--- config.mk ---
export PLATFORM = sky130hd
export DESIGN_NAME = srr_est
export DESIGN_NICKNAME = d
export VERILOG_FILES = /design/src/rtl/srr_pkg.sv /design/src/rtl/srr_window_cnt.sv /design/src/rtl/srr_decider.sv /design/src/rtl/srr_divider.sv /design/src/rtl/srr_est.sv
export SDC_FILE = /design/constraint.sdc
export NUM_CORES = 1
export LEC_CHECK = 0
export BUFFER_PORTS_ARGS = -buffer_cell sky130_fd_sc_hd__buf_2
export CAP_MARGIN = 10
export CORE_ASPECT_RATIO = 0.5
export CORE_UTILIZATION = 50
export DETAILED_ROUTE_END_ITERATION = 16
export HOLD_SLACK_MARGIN = 0.06
export PLACE_DENSITY = 0.77
export SYNTH_ARGS = -nofsm -noshare
export SYNTH_HDL_FRONTEND = slang
export SYNTH_SLANG_ARGS = --single-unit
--- constraint.sdc ---
create_clock -name clk -period 5.4 [get_ports clk]
set_clock_uncertainty 0.15 [all_clocks]
set_input_delay 0 -clock clk [delete_from_list [all_inputs] [get_ports clk]]
set_output_delay 0 -clock clk [all_outputs]
set_load 0.005 [all_outputs]
--- src/rtl/srr_pkg.sv ---
package srr_pkg;

    // Action chosen when a measurement window closes
    typedef enum logic [1:0] {
        ACT_HOLD   = 2'd0,
        ACT_UNITY  = 2'd1,
        ACT_DIVIDE = 2'd2
    } srr_act_e;

    // Closed-window measurement handed from counter to decider
    typedef struct packed {
        logic        vld;
        logic [31:0] cnt;
    } srr_meas_t;

    // Absolute difference of two counts
    function automatic logic [31:0] srr_absdiff(input logic [31:0] a, input logic [31:0] b);
        return (a > b) ? (a - b) : (b - a);
    endfunction

    // True when a count has left the deadband around the reference
    function automatic logic srr_outside_band(input logic [31:0] a, input logic [31:0] b,
                                              input int unsigned band);
        return srr_absdiff(a, b) > band;
    endfunction

endpackage

--- src/rtl/srr_window_cnt.sv ---
module srr_window_cnt #(
    parameter int WINDOW = 256,
    parameter int CNT_W  = 12
) (
    input  logic                      clk,
    input  logic                      rst,
    input  logic                      in_stb,
    input  logic                      out_stb,
    output srr_pkg::srr_meas_t        meas
);
    import srr_pkg::*;

    localparam int IW = (WINDOW > 1) ? $clog2(WINDOW) : 1;
    localparam logic [IW-1:0] LAST_IN = IW'(WINDOW - 1);

    logic [IW-1:0]    in_cnt;
    logic [CNT_W-1:0] out_cnt;
    logic [CNT_W-1:0] out_cnt_nx;

    // saturating increment so a very fast output clock cannot wrap the count
    always_comb begin
        out_cnt_nx = out_cnt;
        if (out_stb && (out_cnt != {CNT_W{1'b1}}))
            out_cnt_nx = out_cnt + 1'b1;
    end

    always_ff @(posedge clk) begin
        if (rst) begin
            in_cnt   <= '0;
            out_cnt  <= '0;
            meas.vld <= 1'b0;
            meas.cnt <= '0;
        end else begin
            meas.vld <= 1'b0;
            if (in_stb && (in_cnt == LAST_IN)) begin
                // closing cycle includes a coincident output strobe
                in_cnt   <= '0;
                out_cnt  <= '0;
                meas.vld <= 1'b1;
                meas.cnt <= 32'(out_cnt_nx);
            end else begin
                if (in_stb)
                    in_cnt <= in_cnt + 1'b1;
                out_cnt <= out_cnt_nx;
            end
        end
    end

    a_r1_meas_single: assert property (@(posedge clk) disable iff (rst)
        meas.vld |=> !meas.vld);

endmodule

--- src/rtl/srr_decider.sv ---
module srr_decider #(
    parameter int WINDOW = 256,
    parameter int CNT_W  = 12,
    parameter int BAND   = 2
) (
    input  logic                 clk,
    input  logic                 rst,
    input  srr_pkg::srr_meas_t   meas,
    output logic                 take_unity,
    output logic                 div_start,
    output logic [CNT_W-1:0]     div_cnt
);
    import srr_pkg::*;

    localparam logic [31:0] WIN32 = 32'(WINDOW);

    logic        first;
    logic [31:0] ref_cnt;
    srr_act_e    act;

    always_comb begin
        act = ACT_HOLD;
        if (meas.vld) begin
            if (meas.cnt > WIN32) begin
                // unity forced, suppressed if already at unity reference
                if (first || (ref_cnt != WIN32))
                    act = ACT_UNITY;
            end else if (first || srr_outside_band(meas.cnt, ref_cnt, BAND)) begin
                // deadband path
                act = ACT_DIVIDE;
            end
        end
    end

    always_ff @(posedge clk) begin
        if (rst) begin
            first      <= 1'b1;
            ref_cnt    <= '0;
            take_unity <= 1'b0;
            div_start  <= 1'b0;
            div_cnt    <= '0;
        end else begin
            take_unity <= (act == ACT_UNITY);
            div_start  <= (act == ACT_DIVIDE);
            if (act != ACT_HOLD)
                first <= 1'b0;
            if (act == ACT_UNITY)
                ref_cnt <= WIN32;
            if (act == ACT_DIVIDE) begin
                ref_cnt <= meas.cnt;
                div_cnt <= CNT_W'(meas.cnt);
            end
        end
    end

    a_r6_first_clears: assert property (@(posedge clk) disable iff (rst)
        (meas.vld && first) |=> (!first && (take_unity || div_start)));

    a_r7_one_action: assert property (@(posedge clk) disable iff (rst)
        !(take_unity && div_start));

endmodule

--- src/rtl/srr_divider.sv ---
module srr_divider #(
    parameter int WINDOW = 256,
    parameter int CNT_W  = 12,
    parameter int FRAC   = 20
) (
    input  logic              clk,
    input  logic              rst,
    input  logic              start,
    input  logic [CNT_W-1:0]  cnt,
    output logic              done,
    output logic [FRAC:0]     quo
);
    localparam int NUM_W = CNT_W + FRAC;
    localparam int DW    = $clog2(WINDOW + 1);
    localparam int LW    = $clog2(NUM_W + 1);
    localparam logic [DW:0] DEN = (DW+1)'(WINDOW);

    logic             busy;
    logic [LW-1:0]    left;
    logic [NUM_W-1:0] num_sh;
    logic [NUM_W-1:0] q;
    logic [DW-1:0]    rem;
    logic [DW:0]      trial;
    logic [DW:0]      diff;
    logic             fits;

    always_comb begin
        trial = {rem, num_sh[NUM_W-1]};
        fits  = (trial >= DEN);
        diff  = trial - DEN;
    end

    always_ff @(posedge clk) begin
        if (rst) begin
            busy   <= 1'b0;
            left   <= '0;
            num_sh <= '0;
            q      <= '0;
            rem    <= '0;
            done   <= 1'b0;
        end else begin
            done <= 1'b0;
            if (start) begin
                busy   <= 1'b1;
                left   <= LW'(NUM_W);
                num_sh <= {cnt, {FRAC{1'b0}}};
                q      <= '0;
                rem    <= '0;
            end else if (busy) begin
                num_sh <= num_sh << 1;
                q      <= {q[NUM_W-2:0], fits};
                rem    <= fits ? diff[DW-1:0] : trial[DW-1:0];
                left   <= left - 1'b1;
                if (left == LW'(1)) begin
                    busy <= 1'b0;
                    done <= 1'b1;
                end
            end
        end
    end

    assign quo = q[FRAC:0];

    a_r2_no_restart: assert property (@(posedge clk) disable iff (rst)
        start |-> !busy);

    a_r2_quo_fits: assert property (@(posedge clk) disable iff (rst)
        done |-> (q[NUM_W-1:FRAC+1] == '0));

endmodule

--- src/rtl/srr_est.sv ---
module srr_est #(
    parameter int WINDOW = 256,
    parameter int FRAC   = 20,
    parameter int MAX_UP = 8,
    parameter int BAND   = 2
) (
    input  logic          clk,
    input  logic          rst,
    input  logic          in_stb,
    input  logic          out_stb,
    output logic [FRAC:0] ratio,
    output logic          ratio_upd
);
    import srr_pkg::*;

    localparam int CNT_W = $clog2(WINDOW * MAX_UP + 1);
    localparam logic [FRAC:0] UNITY = (FRAC+1)'(1) << FRAC;

    srr_meas_t        meas;
    logic             take_unity;
    logic             div_start;
    logic [CNT_W-1:0] div_cnt;
    logic             div_done;
    logic [FRAC:0]    div_quo;

    srr_window_cnt #(.WINDOW(WINDOW), .CNT_W(CNT_W)) u_win (
        .clk(clk), .rst(rst), .in_stb(in_stb), .out_stb(out_stb), .meas(meas));

    srr_decider #(.WINDOW(WINDOW), .CNT_W(CNT_W), .BAND(BAND)) u_dec (
        .clk(clk), .rst(rst), .meas(meas), .take_unity(take_unity),
        .div_start(div_start), .div_cnt(div_cnt));

    srr_divider #(.WINDOW(WINDOW), .CNT_W(CNT_W), .FRAC(FRAC)) u_div (
        .clk(clk), .rst(rst), .start(div_start), .cnt(div_cnt),
        .done(div_done), .quo(div_quo));

    always_ff @(posedge clk) begin
        if (rst) begin
            ratio     <= UNITY;
            ratio_upd <= 1'b0;
        end else begin
            ratio_upd <= 1'b0;
            if (take_unity) begin
                ratio     <= UNITY;
                ratio_upd <= 1'b1;
            end else if (div_done) begin
                ratio     <= div_quo;
                ratio_upd <= 1'b1;
            end
        end
    end

    a_r7_pulse_single: assert property (@(posedge clk) disable iff (rst)
        ratio_upd |=> !ratio_upd);

    a_r7_moves_with_pulse: assert property (@(posedge clk) disable iff (rst)
        (ratio != $past(ratio)) |-> ratio_upd);

    a_r2_not_above_unity: assert property (@(posedge clk) disable iff (rst)
        ratio <= UNITY);

endmodule

# ---- Yosys cells after proc, flatten, opt, wreduce, memory -nomap -nowiden
# Cells that the tools add are included.
dict set report word_totals {
  in_bits 4
  word_cells 66
  output_inout_bits 22
  reg_bits 152
}
dict set report classes {
  add_sub_neg 6
  n_lt_le_gt_ge 4
  n_reduce_logical 11
  eq_ne 6
  n_mux 20
  bitwise 1
}
# operator count
set ops {}
lappend ops {{32-bit 2-to-1 mux} 5}
lappend ops {{33-bit 2-to-1 mux} 1}
lappend ops {{12-bit by 32-bit greater-than comparator with 1-bit output} 1}
lappend ops {{32-bit by 2-bit greater-than comparator with 1-bit output (second input constant)} 1}
lappend ops {{32-bit by 9-bit inequality test with 1-bit output (second input constant)} 1}
lappend ops {{12-bit by 32-bit subtractor with 32-bit output} 1}
lappend ops {{32-bit by 12-bit subtractor with 32-bit output} 1}
lappend ops {{12-bit by 1-bit adder with 12-bit output (second input constant)} 1}
lappend ops {{12-bit by 9-bit greater-than comparator with 1-bit output (second input constant)} 1}
lappend ops {{12-bit 2-to-1 mux} 1}
lappend ops {{6-bit 2-to-1 mux} 2}
lappend ops {{12-bit inequality test (second input constant)} 1}
lappend ops {{10-bit by 9-bit >= comparator with 1-bit output (second input constant)} 1}
lappend ops {{9-bit 2-to-1 mux} 1}
lappend ops {{9-bit subtractor (second input constant)} 1}
lappend ops {{8-bit by 1-bit adder with 8-bit output (second input constant)} 1}
lappend ops {{8-bit == test (second input constant)} 1}
lappend ops {{1-bit 2-to-1 mux} 7}
lappend ops {{6-bit by 1-bit == test with 1-bit output (second input constant)} 1}
lappend ops {{2-bit 2-to-1 mux} 3}
lappend ops {{2-bit nonzero test} 3}
lappend ops {{2-bit OR reduction} 3}
lappend ops {{6-bit by 1-bit subtractor with 6-bit output (second input constant)} 1}
lappend ops {{3-bit OR reduction} 1}
lappend ops {{other kinds (5)} 7}

# ---- Logic depth before layout (Yosys ltp)
dict set report logic_depth {
  word_depth 10
  mapped_depth 22
  depth_no_buf 19
}

# ---- By module
# From an unflattened synthesis, not the netlist that was laid out.
dict set report hier_totals {
  hier_cells 1252
  hier_area_um2 10199.8
}
# mod seq_area_each_um2 area_per_inst_um2 instances cells_each
set modules_own_cells {}
lappend modules_own_cells {srr_decider 940.9 5788.1 1 793}
lappend modules_own_cells {srr_divider 1001.0 1999.4 1 203}
lappend modules_own_cells {srr_window_cnt 660.6 1600.3 1 184}
lappend modules_own_cells {srr_est 440.4 812.0 1 72}

# ---- Least setup slack after synthesis
# Ideal clock, no wire load.
dict set report synth_path {
  path_kind {register to register}
  start {register, netlist name u_win.meas[3]}
  end {register u_dec.div_cnt[3]}
  setup_slack_ps 1102
  t_required_ps 5122
  setup_time_ps 128
  synth_period_minus_slack_ps 4298
  stages_incl_launch_ff 22
  t_arrival_ps 4020
  n_path_buf 3
  cell_sequence {dfxtp_1 -> inv_1 -> ha_1 -> buf_6 -> a21o_1 -> a21oi_2 -> o21ai_2 -> a22oi_2 -> a21oi_1 -> o21a_1 -> nor2_1 -> fa_1 -> o2111ai_1 -> nor3_1 -> o211ai_1 -> a2111oi_4 -> a31oi_1 -> ha_1 -> clkbuf_1 -> clkbuf_1 -> mux2i_1 -> nor2_1}
}
dict set report synth_via {
  elab_chain_cells 8
  elab_cells_between_ends 11
  classes_between {add/sub (2); order compare (3); eq/ne (1); mux (4); reduce/logical (1)}
}
# item line
set synth_rtl {}
lappend synth_rtl {{32-bit by 12-bit subtractor with 32-bit output, or another cell as far along} srr_pkg.sv:18} ;# return (a > b) ? (a - b) : (b - a);
lappend synth_rtl {{32-bit 2-to-1 mux} srr_pkg.sv:18}
lappend synth_rtl {{32-bit by 2-bit greater-than comparator with 1-bit output} srr_pkg.sv:24} ;# return srr_absdiff(a, b) > band;
lappend synth_rtl {{1-bit logical OR} srr_decider.sv:28} ;# end else if (first || srr_outside_band(meas.cnt, ref_cnt, BAND)) begin
lappend synth_rtl {{2-bit 2-to-1 mux} srr_decider.sv:28}
lappend synth_rtl {{2-bit 2-to-1 mux} srr_decider.sv:24} ;# if (meas.cnt > WIN32) begin
lappend synth_rtl {{2-bit 2-to-1 mux} srr_decider.sv:23} ;# if (meas.vld) begin
lappend synth_rtl {{2-bit == test} srr_decider.sv:49} ;# if (act == ACT_DIVIDE) begin
lappend synth_rtl {{end signal, assigned} srr_decider.sv:51} ;# div_cnt <= CNT_W'(meas.cnt);
lappend synth_rtl {{end, declared} srr_decider.sv:11} ;# output logic [CNT_W-1:0] div_cnt
# Parallel ways exist; a longest one is shown, timed or not.
# A chain may end at the register's enable or synchronous reset.

# ---- Worst setup path after layout
dict set report layout_path {
  start {register, netlist name u_win.meas[3]}
  end {register u_dec.div_cnt[4]}
}
dict set report layout_via {
  elab_chain_cells 8
  elab_cells_between_ends 11
  classes_between {add/sub (2); order compare (3); eq/ne (1); mux (4); reduce/logical (1)}
}
# item line
set layout_rtl {}
lappend layout_rtl {{32-bit by 12-bit subtractor with 32-bit output, or another cell as far along} srr_pkg.sv:18}
lappend layout_rtl {{32-bit 2-to-1 mux} srr_pkg.sv:18}
lappend layout_rtl {{32-bit by 2-bit greater-than comparator with 1-bit output} srr_pkg.sv:24}
lappend layout_rtl {{1-bit logical OR} srr_decider.sv:28}
lappend layout_rtl {{2-bit 2-to-1 mux} srr_decider.sv:28}
lappend layout_rtl {{2-bit 2-to-1 mux (*)} srr_decider.sv:24}
lappend layout_rtl {{2-bit 2-to-1 mux (*)} srr_decider.sv:23}
lappend layout_rtl {{2-bit == test (*)} srr_decider.sv:49}
# Every way passes the cells marked *; elsewhere a longest branch is shown, timed or not.

==> impl_metrics.toml <==
[sta]
max-slew-margin-rel = 0.173
setup_viol = 0
fin_ws_ps = 467
min_period_ps = 4930
tightest_slew_ps = 1240
hold_viol = 0
hold_ws_ps = 302
finalSetupTns_ps = 0
finalCritPeriodShare = 0.914
finalMaxSlewViolations = 0
rsz0062_at_grt = "no"
fmax_mhz = 203

[placed_design]
gp_congestion = 0.903
dpl_worst_slack_ps = 590
dp_hpwl_microns = 8540
placed_cell_area_sq_um = 6480
numPortBuffers = 25
dp.cells = 859

[layout]
syn_to_final_growth_pct = 12.2
layout_common_cells = "nor2_1 (148), dfxtp_1 (131), mux2i_1 (73), a21oi_1 (41), inv_1 (35)"
antennaDiodeCount = 0
final_common_cell = "nor2_1"
final_nets = 756
final_cells = 894
finalInstanceArea_sq_um = 7090
final_util = 0.588
drive_gt1_frac = 0.0988

[clock_tree]
h-tree-depth = 4
insertion_delay_ps = 420
cts_setup_buffers = 0
cts_sinks = 132
clkTransAtPathRegs_ps = 60
cts_buffers = 17
cts_tree = "done"
root_buffer = "clkbuf_16"
clk_path_buf_depth = 2

[power]
cellLeakagePower_nw = 2.60
p_total_mw = 2.12
switching_share = 0.229
seqPwrFrac = 0.463
p_int_mw = 1.63
combPwrFrac = 0.014
power.density_nw_per_um2 = 299
vdd_drop_max_mv = 0.218
switching_power_uw = 486
power_frac_clock = 0.523

[grt]
grt_pass1_wl_microns = 21100
grt_start_max_net_pins = 61
grt_pass1_vias = 4448
antenna_found_initial = 0
grt_usage = 0.206
grt-ovfl-total = 0

[die]
die_h_microns = 81.5
rows = 28
die-area_sq_um = 13100
die_width_microns = 161
io_pins = 26
coreArea_sq_um = 12100
initial_core_util = 0.524

[setup_path]
worst-r2r-setup-slack_ps = 470
crit_slowest_cell = "ha_1"
path_cells = "inv_1, ha_1, a21o_1, a21oi_2, o21ai_2, a22oi_2, a21oi_1, o21a_1, nor2_1, fa_1, o2111ai_1, nor3_1, o211ai_1, a2111oi_4, a31oi_1, ha_1, mux2i_1, nor2_1"
path_max_fanout = 24
reg2reg_from = "u_win.meas[3]$_SDFFE_PP0P_"
worstReg2RegEnd = "u_dec.div_cnt[4]$_SDFFE_PP0N_"
crit_required_ps = 5530
cp_top_family = "adder cells"
worstSetupEndpointType = "flip-flop"
cp.arrival_ps = 5060
startpoint_type = "flip-flop"
crit_path_max_incr_delay_ps = 1030
ff2ff_path_depth = 18
critical_path_class = "flip-flop to flip-flop"
crit_cells = 18
cp.buffers_inverters = 1

[detailed_routing]
drt-vias-per-instance = 5.34
drc_errors = 0
postRouteAntennaNets = 0
vias = 4774
first_pass_iters = 5
post_drt_wl_per_cell_microns = 14.2
routed_wl_microns = 12700
drt_iter0_drc = 349

[yosys]
syn_avg_cell_area_sq_um = 8.92
synth_seq_area_share = 0.418
async_flop_share = 0
synth-main-ff-cell = "dfxtp_1"
ys_ff_latch = 132
synthDistinctLibCells = 57
ys_warn_count = 0
synth_edf_count = 0
syn-num-nets = 748
syn_inst = 708
synth_area_sq_um = 6320

[job]
drv_cap = 0

[min_path]
hp-class = "input pin to flip-flop"
timing.hold.worst.start = "in_stb"
min_to = "u_win.in_cnt[0]$_SDFFE_PP0P_"
min_path_cells = 4

[status]
status = "complete, no violations"
worst min-delay path, cell delays in order:
cell	delay, ps
dlygate4sd3_1	530
buf_2	160
xnor2_1	80
nor2_1	70
area by class of cell:
cell class	instances	area [sq um]
Sequential cell	132	2640
Multi-Input combinational cell	498	3350
Tap cell	165	206
Timing Repair Buffer	31	178
Clock buffer	18	429
Fill cell	1015	4970
Inverter	36	135
Clock inverter	14	143
power groups by stage:
stage                     Sequential (mW)  Clock (mW)  Combinational [mW]
final                               0.981        1.11              0.0296
after global routing                0.981        1.18              0.0335
after CTS                           0.981        1.13              0.0300
after detailed placement             1.00           0              0.0281
after global placement               1.00           0              0.0275
after floorplan                      1.00           0              0.0221
worst max-delay path by stage:
stage | startpoint | end | slack [ps]
2_1_floorplan | u_win.meas[3]$_SDFFE_PP0P_ | u_dec.div_cnt[3]$_SDFFE_PP0N_ | 1100
3_3_place_gp | u_win.meas[3]$_SDFFE_PP0P_ | u_dec.div_cnt[3]$_SDFFE_PP0N_ | 710
3_5_place_dp | u_win.meas[3]$_SDFFE_PP0P_ | u_dec.div_cnt[9]$_SDFFE_PP0N_ | 590
4_1_cts | u_win.meas[3]$_SDFFE_PP0P_ | u_dec.div_cnt[9]$_SDFFE_PP0N_ | 560
5_1_grt | u_win.meas[3]$_SDFFE_PP0P_ | u_dec.div_cnt[4]$_SDFFE_PP0N_ | 130
6_report | u_win.meas[3]$_SDFFE_PP0P_ | u_dec.div_cnt[4]$_SDFFE_PP0N_ | 470
layer usage:
metal	up-vias	wire, microns	share of wire	track usage
met4	0	212	0.017	0.0972
met5	-	0	0	0
met3	19	438	0.035	0.0480
met1	2243	6040	0.48	0.247
li1	2432	-	-	-
met2	80	5990	0.47	0.356
cell families (layout without fill, tap and decap cells):
family          Yosys count  after routing  synth area share
compound gates          110            110             0.118
xor+xnor                 31             31            0.0430
fa+ha+maj                36             36            0.0761
buf+inv                  78             99            0.0513
flops                   132            132             0.418
mux                      74             74             0.117
simple gates            247            247             0.176
what timing repair did:
action / 4_1_cts / 5_1_grt
gates resized for setup: 0 / 0
hold endpoints to repair: 50 / 0
hold buffers: 3 / 0
sequential cells by signal, indices dropped and copies added (netlist names):
register,count
ratio,21
ratio_upd,1
u_dec.div_cnt,12
u_dec.div_start,1
u_dec.first,1
u_dec.ref_cnt,12
u_dec.take_unity,1
u_div.busy,1
u_div.done,1
u_div.left,6
u_div.num_sh,12
u_div.q,21
u_div.rem,9
u_win.in_cnt,8
u_win.meas,13
u_win.out_cnt,12
synth_stat cells, drive strengths merged, types with 3 or more instances:
| cell | number | area share |
|---|---|---|
| a211oi | 15 | 0.019 |
| xnor2 | 15 | 0.021 |
| buf | 19 | 0.016 |
| nand2b | 16 | 0.016 |
| a21oi | 42 | 0.034 |
| nor4 | 5 | 0.0050 |
| xor2 | 16 | 0.022 |
| dfxtp | 132 | 0.42 |
| nor3 | 11 | 0.0087 |
| nand2 | 18 | 0.011 |
| a31oi | 3 | 0.0030 |
| nor2 | 148 | 0.088 |
| or2 | 4 | 0.0040 |
| ha | 32 | 0.063 |
| mux2i | 73 | 0.12 |
| nor2b | 6 | 0.0059 |
| nand3 | 17 | 0.014 |
| and3 | 5 | 0.0050 |
| o2111ai | 4 | 0.0055 |
| fa | 4 | 0.013 |
| o21bai | 3 | 0.0036 |
| o31ai | 3 | 0.0044 |
| a21o | 8 | 0.0095 |
| clkbuf | 23 | 0.014 |
| o21ai | 14 | 0.012 |
| inv | 36 | 0.021 |
| nand4 | 9 | 0.0089 |
(Power assumes the default switching activity.)
